**config.mk**
```make
export PLATFORM = sky130hd
export DESIGN_NAME = prox_event_detect
export DESIGN_NICKNAME = d
export VERILOG_FILES = /design/src/rtl/prox_det_pkg.sv /design/src/rtl/prox_level_cmp.sv /design/src/rtl/prox_run_fsm.sv /design/src/rtl/prox_reg_file.sv /design/src/rtl/prox_event_detect.sv
export SDC_FILE = /design/constraint.sdc
export NUM_CORES = 1
export LEC_CHECK = 0
export ABC_AREA = 1
export BUFFER_PORTS_ARGS = -buffer_cell sky130_fd_sc_hd__buf_2
export CELL_PAD_IN_SITES_DETAIL_PLACEMENT = 1
export CELL_PAD_IN_SITES_GLOBAL_PLACEMENT = 1
export CORE_ASPECT_RATIO = 2
export CORE_MARGIN = 1
export CORE_UTILIZATION = 46
export DETAILED_ROUTE_END_ITERATION = 8
export PLACE_DENSITY_LB_ADDON = 0.2
export SLEW_MARGIN = 20
export SYNTH_ARGS = -nofsm -noshare
export SYNTH_HDL_FRONTEND = slang
export SYNTH_SLANG_ARGS = --single-unit
```
**constraint.sdc**
```tcl
create_clock -name clk -period 8.46 [get_ports clk]
set_input_delay 0.846 -clock clk [delete_from_list [all_inputs] [get_ports clk]]
set_output_delay 0.846 -clock clk [all_outputs]
set_load 0.1 [all_outputs]
```
**src/rtl/prox_det_pkg.sv**
```systemverilog
package prox_det_pkg;

    localparam int REG_ADDR_W = 3;
    localparam int REG_DATA_W = 8;
    localparam int DEB_W      = 2;
    localparam int HYST_W     = 2;

    localparam int SRC_CONV_BIT  = 0;
    localparam int SRC_FAR_BIT   = 2;
    localparam int SRC_CLOSE_BIT = 3;
    localparam logic [REG_DATA_W-1:0] SRC_USED =
        REG_DATA_W'((1 << SRC_CONV_BIT) | (1 << SRC_FAR_BIT) | (1 << SRC_CLOSE_BIT));

    typedef enum logic [REG_ADDR_W-1:0] {
        RA_SRC    = 3'd0,
        RA_STATUS = 3'd1,
        RA_MASK   = 3'd2,
        RA_THRESH = 3'd3,
        RA_TUNE   = 3'd4
    } reg_addr_e;

    typedef enum logic [1:0] {
        ST_FAR,
        ST_FAR_ARM,
        ST_CLOSE,
        ST_CLOSE_ARM
    } prox_state_e;

    typedef struct packed {
        logic [HYST_W-1:0] hyst;
        logic [DEB_W-1:0]  far_deb;
        logic [DEB_W-1:0]  close_deb;
    } tune_t;

endpackage

```
**src/rtl/prox_level_cmp.sv**
```systemverilog
module prox_level_cmp
    import prox_det_pkg::*;
#(
    parameter int SAMPLE_W   = 12,
    parameter int THR_CODE_W = 8,
    localparam int THR_W     = 2 * THR_CODE_W,
    localparam int CMP_W     = THR_W + 2
) (
    input  logic [THR_CODE_W-1:0] thr_code,
    input  logic [HYST_W-1:0]     hyst_code,
    input  logic [SAMPLE_W-1:0]   sample,
    output logic [THR_W-1:0]      level,
    output logic [THR_W-1:0]      band,
    output logic                  close_hit,
    output logic                  far_hit
);
    localparam int NUM_HYST  = 1 << HYST_W;
    localparam int HYST_SPAN = NUM_HYST + 1;

    logic [THR_W-1:0]        square;
    logic [THR_W:0]          upper;
    logic [THR_W-1:0]        lower;
    logic signed [CMP_W-1:0] sample_x;

    always_comb begin
        square = THR_W'(thr_code) * THR_W'(thr_code);
        if (thr_code <= THR_CODE_W'(1))
            level = THR_W'(thr_code);
        else
            level = square >> 1;
    end

    always_comb begin
        band = '0;
        for (int k = 1; k < NUM_HYST; k++) begin
            if (hyst_code == HYST_W'(k))
                band = level >> (HYST_SPAN - k);
        end
    end

    always_comb begin
        upper    = {1'b0, level} + {1'b0, band};
        lower    = level - band;
        sample_x = CMP_W'($signed(sample));
        close_hit = sample_x > $signed({1'b0, upper});
        far_hit   = sample_x < $signed({2'b00, lower});
    end

endmodule

```
**src/rtl/prox_run_fsm.sv**
```systemverilog
module prox_run_fsm
    import prox_det_pkg::*;
(
    input  logic             clk,
    input  logic             rst_n,
    input  logic             sample_valid,
    input  logic             close_hit,
    input  logic             far_hit,
    input  logic [DEB_W-1:0] close_deb,
    input  logic [DEB_W-1:0] far_deb,
    output logic             is_close,
    output logic             close_evt,
    output logic             far_evt
);
    localparam int MAX_RUN = 1 << ((1 << DEB_W) - 1);
    localparam int CNT_W   = $clog2(MAX_RUN + 1);

    prox_state_e      state_q, state_d;
    logic [CNT_W-1:0] cnt_q, cnt_d;
    logic [CNT_W:0]   cnt_inc;
    logic [CNT_W:0]   need_close, need_far;

    function automatic logic [CNT_W:0] run_need(input logic [DEB_W-1:0] code);
        if (code == '0)
            run_need = (CNT_W+1)'(1);
        else
            run_need = (CNT_W+1)'(1) << code;
    endfunction

    // state register
    always_ff @(posedge clk or negedge rst_n) begin
        if (!rst_n) begin
            state_q <= ST_FAR;
            cnt_q   <= '0;
        end else begin
            state_q <= state_d;
            cnt_q   <= cnt_d;
        end
    end

    // next state
    always_comb begin
        need_close = run_need(close_deb);
        need_far   = run_need(far_deb);
        cnt_inc    = {1'b0, cnt_q} + (CNT_W+1)'(1);
        state_d    = state_q;
        cnt_d      = cnt_q;
        if (sample_valid) begin
            unique case (state_q)
                ST_FAR, ST_FAR_ARM: begin
                    if (!close_hit) begin
                        state_d = ST_FAR;
                        cnt_d   = '0;
                    end else if (cnt_inc >= need_close) begin
                        state_d = ST_CLOSE;
                        cnt_d   = '0;
                    end else begin
                        state_d = ST_FAR_ARM;
                        cnt_d   = cnt_inc[CNT_W-1:0];
                    end
                end
                ST_CLOSE, ST_CLOSE_ARM: begin
                    if (!far_hit) begin
                        state_d = ST_CLOSE;
                        cnt_d   = '0;
                    end else if (cnt_inc >= need_far) begin
                        state_d = ST_FAR;
                        cnt_d   = '0;
                    end else begin
                        state_d = ST_CLOSE_ARM;
                        cnt_d   = cnt_inc[CNT_W-1:0];
                    end
                end
                default: begin
                    state_d = ST_FAR;
                    cnt_d   = '0;
                end
            endcase
        end
    end

    // outputs
    always_comb begin
        is_close  = (state_q == ST_CLOSE) || (state_q == ST_CLOSE_ARM);
        close_evt = sample_valid && !is_close && (state_d == ST_CLOSE);
        far_evt   = sample_valid && is_close && (state_d == ST_FAR);
    end

    p_hold_no_strobe_r6: assert property (@(posedge clk) disable iff (!rst_n)
        !sample_valid |=> ($stable(state_q) && $stable(cnt_q)));

    p_run_bounded_r3: assert property (@(posedge clk) disable iff (!rst_n)
        cnt_q < CNT_W'(MAX_RUN));

    p_close_qualified_r3: assert property (@(posedge clk) disable iff (!rst_n)
        close_evt |-> close_hit);

    p_far_qualified_r4: assert property (@(posedge clk) disable iff (!rst_n)
        far_evt |-> far_hit);

    p_run_reset_r5: assert property (@(posedge clk) disable iff (!rst_n)
        (sample_valid && !is_close && !close_hit) |=> (cnt_q == '0));

endmodule

```
**src/rtl/prox_reg_file.sv**
```systemverilog
module prox_reg_file
    import prox_det_pkg::*;
#(
    parameter int THR_CODE_W = 8,
    parameter int THR_RESET  = 8
) (
    input  logic                  clk,
    input  logic                  rst_n,
    input  logic                  reg_wr,
    input  logic                  reg_rd,
    input  logic [REG_ADDR_W-1:0] reg_addr,
    input  logic [REG_DATA_W-1:0] reg_wdata,
    output logic [REG_DATA_W-1:0] reg_rdata,
    input  logic                  sample_valid,
    input  logic                  close_evt,
    input  logic                  far_evt,
    input  logic                  is_close,
    output logic [THR_CODE_W-1:0] thr_code,
    output tune_t                 tune,
    output logic                  irq
);
    localparam int TUNE_W = $bits(tune_t);

    logic [REG_DATA_W-1:0] src_q, mask_q, src_set, rd_mux;
    logic [THR_CODE_W-1:0] thr_q;
    tune_t                 tune_q;
    logic                  rd_src;

    always_comb begin
        src_set                = '0;
        src_set[SRC_CONV_BIT]  = sample_valid;
        src_set[SRC_FAR_BIT]   = far_evt;
        src_set[SRC_CLOSE_BIT] = close_evt;
        rd_src = reg_rd && (reg_addr == RA_SRC);
    end

    always_comb begin
        case (reg_addr)
            RA_SRC:    rd_mux = src_q;
            RA_STATUS: rd_mux = REG_DATA_W'(is_close);
            RA_MASK:   rd_mux = mask_q;
            RA_THRESH: rd_mux = REG_DATA_W'(thr_q);
            RA_TUNE:   rd_mux = REG_DATA_W'(tune_q);
            default:   rd_mux = '0;
        endcase
    end

    always_ff @(posedge clk or negedge rst_n) begin
        if (!rst_n) begin
            src_q     <= '0;
            mask_q    <= '0;
            thr_q     <= THR_CODE_W'(THR_RESET);
            tune_q    <= '0;
            reg_rdata <= '0;
        end else begin
            if (rd_src)
                src_q <= src_set;
            else
                src_q <= src_q | src_set;
            if (reg_rd)
                reg_rdata <= rd_mux;
            if (reg_wr) begin
                case (reg_addr)
                    RA_MASK:   mask_q <= reg_wdata & SRC_USED;
                    RA_THRESH: thr_q  <= reg_wdata[THR_CODE_W-1:0];
                    RA_TUNE:   tune_q <= tune_t'(reg_wdata[TUNE_W-1:0]);
                    default:   ;
                endcase
            end
        end
    end

    assign thr_code = thr_q;
    assign tune     = tune_q;
    assign irq      = |(src_q & mask_q);

    p_conv_done_r7: assert property (@(posedge clk) disable iff (!rst_n)
        sample_valid |=> src_q[SRC_CONV_BIT]);

    p_close_logged_r7: assert property (@(posedge clk) disable iff (!rst_n)
        $rose(is_close) |-> src_q[SRC_CLOSE_BIT]);

    p_far_logged_r7: assert property (@(posedge clk) disable iff (!rst_n)
        $fell(is_close) |-> src_q[SRC_FAR_BIT]);

    p_sticky_r7: assert property (@(posedge clk) disable iff (!rst_n)
        !rd_src |=> ((src_q & $past(src_q)) == $past(src_q)));

    p_unused_zero_r7: assert property (@(posedge clk) disable iff (!rst_n)
        (src_q & ~SRC_USED) == '0);

    p_mask_gate_r9: assert property (@(posedge clk) disable iff (!rst_n)
        (mask_q == '0) |-> !irq);

endmodule

```
**src/rtl/prox_event_detect.sv**
```systemverilog
module prox_event_detect
    import prox_det_pkg::*;
#(
    parameter int SAMPLE_W   = 12,
    parameter int THR_CODE_W = 8,
    parameter int THR_RESET  = 8
) (
    input  logic                  clk,
    input  logic                  rst_n,
    input  logic                  sample_valid,
    input  logic [SAMPLE_W-1:0]   sample_data,
    input  logic                  reg_wr,
    input  logic                  reg_rd,
    input  logic [REG_ADDR_W-1:0] reg_addr,
    input  logic [REG_DATA_W-1:0] reg_wdata,
    output logic [REG_DATA_W-1:0] reg_rdata,
    output logic                  prox_close,
    output logic                  irq
);
    localparam int THR_W = 2 * THR_CODE_W;

    logic [THR_CODE_W-1:0] thr_code;
    tune_t                 tune;
    logic [THR_W-1:0]      level, band;
    logic                  close_hit, far_hit;
    logic                  is_close, close_evt, far_evt;

    prox_level_cmp #(
        .SAMPLE_W   (SAMPLE_W),
        .THR_CODE_W (THR_CODE_W)
    ) u_cmp (
        .thr_code  (thr_code),
        .hyst_code (tune.hyst),
        .sample    (sample_data),
        .level     (level),
        .band      (band),
        .close_hit (close_hit),
        .far_hit   (far_hit)
    );

    prox_run_fsm u_fsm (
        .clk          (clk),
        .rst_n        (rst_n),
        .sample_valid (sample_valid),
        .close_hit    (close_hit),
        .far_hit      (far_hit),
        .close_deb    (tune.close_deb),
        .far_deb      (tune.far_deb),
        .is_close     (is_close),
        .close_evt    (close_evt),
        .far_evt      (far_evt)
    );

    prox_reg_file #(
        .THR_CODE_W (THR_CODE_W),
        .THR_RESET  (THR_RESET)
    ) u_regs (
        .clk          (clk),
        .rst_n        (rst_n),
        .reg_wr       (reg_wr),
        .reg_rd       (reg_rd),
        .reg_addr     (reg_addr),
        .reg_wdata    (reg_wdata),
        .reg_rdata    (reg_rdata),
        .sample_valid (sample_valid),
        .close_evt    (close_evt),
        .far_evt      (far_evt),
        .is_close     (is_close),
        .thr_code     (thr_code),
        .tune         (tune),
        .irq          (irq)
    );

    assign prox_close = is_close;

    p_band_bounded_r2: assert property (@(posedge clk) disable iff (!rst_n)
        band <= (level >> 2));

    p_hits_exclusive_r2: assert property (@(posedge clk) disable iff (!rst_n)
        !(close_hit && far_hit));

endmodule

```
==> results of run 1 <==
==> through the flow <==
step / hold WS, ps / cell area, um^2
floorplan: 474 / 5700
global placement: 496 / 5970
detailed placement: 506 / 5970
CTS: 527 / 6160
global route: 536 / 6210
finish: 528 / 6210
==> sequential cells by signal, summed over array words and instances (netlist names) <==
register and count:
u_regs.src_q 3, u_regs.tune 6, u_regs.mask_q 3, u_fsm.cnt_q 4, u_regs.thr_code 8, u_regs.reg_rdata 8
u_fsm.state_q 1
==> per-layer routing <==
layer	track usage (%)	vias up
met3	3.50	72
met2	60.6	103
met5	0	-
li1	-	2673
met1	24.4	2670
met4	20.7	0
==> cell families after synthesis <==
logic type	count (synthesis)	share of synthesized area [%]
compound gates	131	12.9
xor+xnor	31	4.76
fa+ha+maj	119	29.7
buf+inv	204	14.0
flops	33	14.5
mux	4	0.790
simple gates	306	23.4
==> synth_stat cells (all sizes together), types with 8 or more instances <==
cell type,number,area (um^2)
a21oi,47,243
buf,8,61.3
clkbuf,11,42.5
dfrtp,32,801
fa,27,541
ha,92,1150
inv,185,694
nand2,174,663
nand3,36,205
nand4,13,100
nor2,61,241
nor3,13,65.1
o21ai,52,260
o22ai,9,56.3
xor2,26,228
==> layout make-up <==
cell class,instances,area [um^2]
tap,147,184
sequential,33,835
multi-input combinational,591,4100
inverter,185,694
timing repair buffer,40,208
clock buffer,5,125
clock inverter,3,65.1
fill,1645,5920
==> what timing repair did <==
action                     in CTS  in global routing
setup endpoints to repair       0                  6
setup buffers                   0                  3
resized for setup               0                  9
hold buffers                    0                  0
==> worst paths after layout <==
check | slack (ps) | from | end
min | 530 | u_regs.mask_q[2] | u_regs.mask_q[2]
max reg2reg | 500 | u_regs.thr_code[3] | u_fsm.cnt_q[0]
min in group asynchronous | 630 | rst_n | u_fsm.state_q[1]
max in group asynchronous | 7290 | rst_n | u_regs.thr_code[4]
max | 500 | u_regs.thr_code[3] | u_fsm.cnt_q[0]
min reg2reg | 530 | u_regs.mask_q[2] | u_regs.mask_q[2]
==> critical path: cells and delay by family, from the launching register on <==
| family | cells | cell delay [ps] |
|---|---|---|
| adders and majority gates | 7 | 3080 |
| and+or+nand+nor | 20 | 2330 |
| AOI/OAI and AO/OA | 7 | 1000 |
| buffers and inverters | 8 | 670 |
| DFF | 1 | 580 |
| xor gates and xnor gates | 1 | 170 |
==> run metrics, run 1 <==
CTS H-tree lvls=2; grt total ovfl=0; total track usage=29.9%; Post-synth top flop=dfrtp_1; Synth Warn #=0; CP startpoint kind=register; Clock Skews=4.00 ps; dpl hpwl=15500 um; pre-CTS WS=142 ps; commonest non-fill, non-tap cell in the layout=inv_1; worst hold path depth=2; Die Area=0.0129 mm^2; commonest cells after routing, fill and taps aside=inv_1, nand2_1, ha_1; Fin. Hold Viols=0; unrepaired setup endpoints after global routing=false; synth unique cells=44; R2R cell count=43; # setup viols final=0; worst skew pair latency=280 ps; TritonCTS clock tree=done; Final WS setup=501 ps; Seq/Total Area, Yosys=between 10 and 15%; Net Count, Synth=975; setup tns final=0 ps; routed wl met2=10500 um; Pins Over Slew Limit=0; CP Class=reg2reg; Area Overhead vs Synth=8.82%; chip width=80.7 um; WL met1=5570 um; Site Rows=57; met3 routed WL=409 um; # nets final=1003; top routing layer in use=met4; max incr delay on CP=just under 600 ps; max frequency=roughly 130 MHz; DRT Pass-1 Iters=4; required time worst endpoint=between 8000 and 9000 ps; Starting Density=between 40% and 50%; synthesis-stage register bit count=33; Hold Path Class=reg2reg; period utilization=94.1%; Util after Layout=51.2%; Finished Layout Cells=approximately 1000; clock transition at the registers of the reported paths=about 50 ps; CTS root buf=clkbuf_16; core area=0.0121 mm^2; CTS buffer count=5; most used cell, CP=nand2_1; status=finished clean; CP endpoint kind=register; layout cells sized above 1=slightly above 10%; max-cap violations=0; 1st-iter DRT viols=95; Mean Syn Cell Area=about 7 um^2; Slowest-stage cell, CP=dfstp_2; Die Ht=~160 um; Placer Congestion=0.932; drt wl/cell=17.9 um; EDFF count, synth=0; asr flop ratio synth=100%; largest net degree at the start of global routing=34; Via density=5.50; vias post-DR=5518; Final Critical Period=7960 ps; first-pass GRT wire length=29200 um; I/O pin count=38; initial antenna violation count=0; Remaining DRCs=0; CTS max path bufs=2; final wirelength=17900 um; Antenna Cells=0; Sink Count=33; worst-margin pin slew=around 750 ps; crit path DAT=8120 ps; Synth Instances=a little over 800; vias in the first global route=~6400; Syn Std Cell Area=0.00570 mm^2; IO buf count=37; Final ANT Viol Nets=0; largest fanout on the critical path=7; placed insts=993; Max-slew headroom=49.4%
Power of run 1 is not shown: default switching activity piles up to over one toggle a cycle in this logic, so the estimate is an artifact.
==> inputs of run 2 (changes only) <==
SYNTH_HIERARCHICAL = 1   (was unset)
==> run 2 against run 1 <==
Net effect:
- register-to-register slack gained 160 ps
- count of clock-buffer cells in the layout grew 2
- critical path depth shrank 2
- utilization shrank 0.67 points
- first-iteration DRC count grew 84%
- hold slack lost 35 ps
- critical endpoint is now u_fsm/cnt_q[1]
- final cell count grew 4.0%
- critical path type unchanged
- sequential share of layout area shrank 0.33 points
- wire length grew 0.16%
- synthesized cell count grew 5.0%
- fmax grew 2.1%
- via count grew 2.9%
==> run metrics, run 2 <==
Clock Skews=5.68 ps (+1.68 ps); R2R cell count=41 (-4.7%); most used cell, CP=nand2_1; max frequency=128 MHz (+2.1%); CP Class=reg2reg; worst hold path depth=2 (unchanged); 1st-iter DRT viols=175 (+84%); Final ANT Viol Nets=0 (unchanged); Net Count, Synth=1014 (+4.0%); Synth Instances=869 (+5.0%); drt wl/cell=17.2 um (-3.7%); Synth Warn #=6 (+6); unrepaired setup endpoints after global routing=false; I/O pin count=38 (unchanged); dpl hpwl=15600 um (+0.99%); Remaining DRCs=0 (unchanged); grt total ovfl=0 (unchanged); layout cells sized above 1=11.5% (+1.1 points); CTS H-tree lvls=2 (unchanged); sum of buffers and inverters on the critical path=7 (-1); largest fanout on the critical path=12 (+5); reg2reg setup slack=660 ps (+160 ps); worst-margin pin slew=748 ps (-3.79 ps); Die Area=0.0133 mm^2 (+3.5%); Pins Over Slew Limit=0 (unchanged); largest net degree at the start of global routing=34 (unchanged); Die Ht=162 um (+1.7%); Site Rows=58 (+1.8%); Placer Congestion=0.862 (-7.5%); Sink Count=33 (unchanged); first-pass GRT wire length=28800 um (-1.4%); post-CTS setup buffer count=0 (unchanged); vias in the first global route=6355 (-0.016%); cell area after placement=0.00615 mm^2 (+3.0%); Final Critical Period=7800 ps (-161 ps); final wirelength=18000 um (+0.16%); Area Overhead vs Synth=7.42%; Mean Syn Cell Area=6.80 um^2 (-1.4%); CP startpoint kind=register; Starting Density=47.0% (about the same); Syn Std Cell Area=0.00591 mm^2 (+3.5%); worst skew pair latency=280 ps (about the same); commonest non-fill, non-tap cell in the layout=nand2_1; WHS Endpoint=u_regs/reg_rdata[7]; Hold Path Class=reg2reg; CTS root buf=clkbuf_16; Reg2Reg Capture Point=u_fsm/cnt_q[1]; vias post-DR=5676 (+2.9%); CTS buffer count=5 (unchanged); Top delay family on crit path=adder cells; Slowest-stage cell, CP=dfstp_2; Design Area, Final=0.00634 mm^2 (+2.2%); setup tns final=0 ps (unchanged); DRT Pass-1 Iters=4 (unchanged); Min-Delay Startpoint=u_regs/reg_rdata[7]; clock transition at the registers of the reported paths=50 ps (about the same); Fin. Hold Viols=0 (unchanged); total track usage=28.7% (-1.2 points); status=finished clean; IO buf count=37 (unchanged); CTS max path bufs=2 (unchanged); required time worst endpoint=8620 ps (about the same); # nets final=1038 (+3.5%); max-cap violations=0 (unchanged); Via density=5.44 (-1.1%); core area=0.0126 mm^2 (+3.5%); Max-slew headroom=50.1% (+0.71 points); CP endpoint kind=register; max incr delay on CP=640 ps (+60 ps); initial antenna violation count=0 (unchanged); crit path DAT=7960 ps (-160 ps); worst flop-to-flop path startpoint=u_regs/thr_code[3]; period utilization=92.2% (-1.9 points); chip width=82.1 um (+1.7%); Antenna Cells=0 (unchanged); # setup viols final=0 (unchanged); TritonCTS clock tree=done; commonest cells after routing, fill and taps aside=nand2_1, inv_1, ha_1
## run 2: cell types whose count changed in the layout (fill, tap and decap cells not counted), sizes merged, moves of 3 or more
| cell | delta |
|---|---|
| o22ai | -3 |
| buf | -3 |
| o21ai | -8 |
| a21oi | +3 |
| inv | -9 |
| nor2 | +9 |
| mux2 | -4 |
| o21bai | +4 |
| xnor2 | -3 |
| nand2 | +56 |
| a21o | -3 |
## run 2: metal layers
metal / wire length [um] / vias to the layer above / global-route usage (%)
met5: 0 / - / 0
met2: 11100 / 104 / 61.6
li1: - / 2775 / -
met4: 938 / 0 / 14.2
met1: 5670 / 2743 / 23.3
met3: 269 / 54 / 2.13
## run 2: worst reg2reg max path: cells and delay by family (launching register included)
family	cells	cell delay, ps
xor gates and xnor gates	1	150
and+or+nand+nor	18	1940
AOI/OAI and AO/OA	8	1260
adders and majority gates	7	3190
DFF	1	640
buffers and inverters	7	490
## run 2: worst max-delay path by stage
stage / cells past startpoint / to / from / slack, ps
finish: 41 / u_fsm/cnt_q[1] / u_regs/thr_code[3] / 660
global route: 41 / u_fsm/cnt_q[1] / u_regs/thr_code[3] / 80
CTS: 40 / u_regs/src_q[2] / u_regs/thr_code[6] / 310
detailed placement: 41 / u_fsm/cnt_q[1] / u_regs/thr_code[6] / 340
global placement: 40 / u_regs/src_q[2] / u_regs/thr_code[7] / 560
floorplan: 42 / u_regs/src_q[2] / u_regs/thr_code[3] / 1720
## run 2: cell type report
cell class | instances | area, um^2
repair buffers | 37 | 185
flip-flops and latches | 33 | 832
clock buffers | 7 | 143
clock inverters | 1 | 30.0
well taps | 150 | 188
fillers | 1708 | 6210
multi-input cells | 640 | 4300
inverters | 176 | 663
## run 2: what timing repair did
action,in CTS,in global routing
setup endpoints to repair,0,6
hold buffers,0,0
resized for setup,0,9
endpoints found under the hold margin,0,0
## run 2: metrics by stage
stage / utilization, % / hold slack, ps / instances / setup WS (ps)
after floorplan: - / 465 / 869 / 1720
after detailed placement: 49.0 / 476 / 1036 / 344
after global routing: 50.5 / 506 / 1044 / 75.3
after CTS: 50.4 / 490 / 1044 / 310
after global placement: 49.0 / 460 / 1036 / 561
final: 50.5 / 493 / 1044 / 661
Power of run 2 is left out for the same reason.
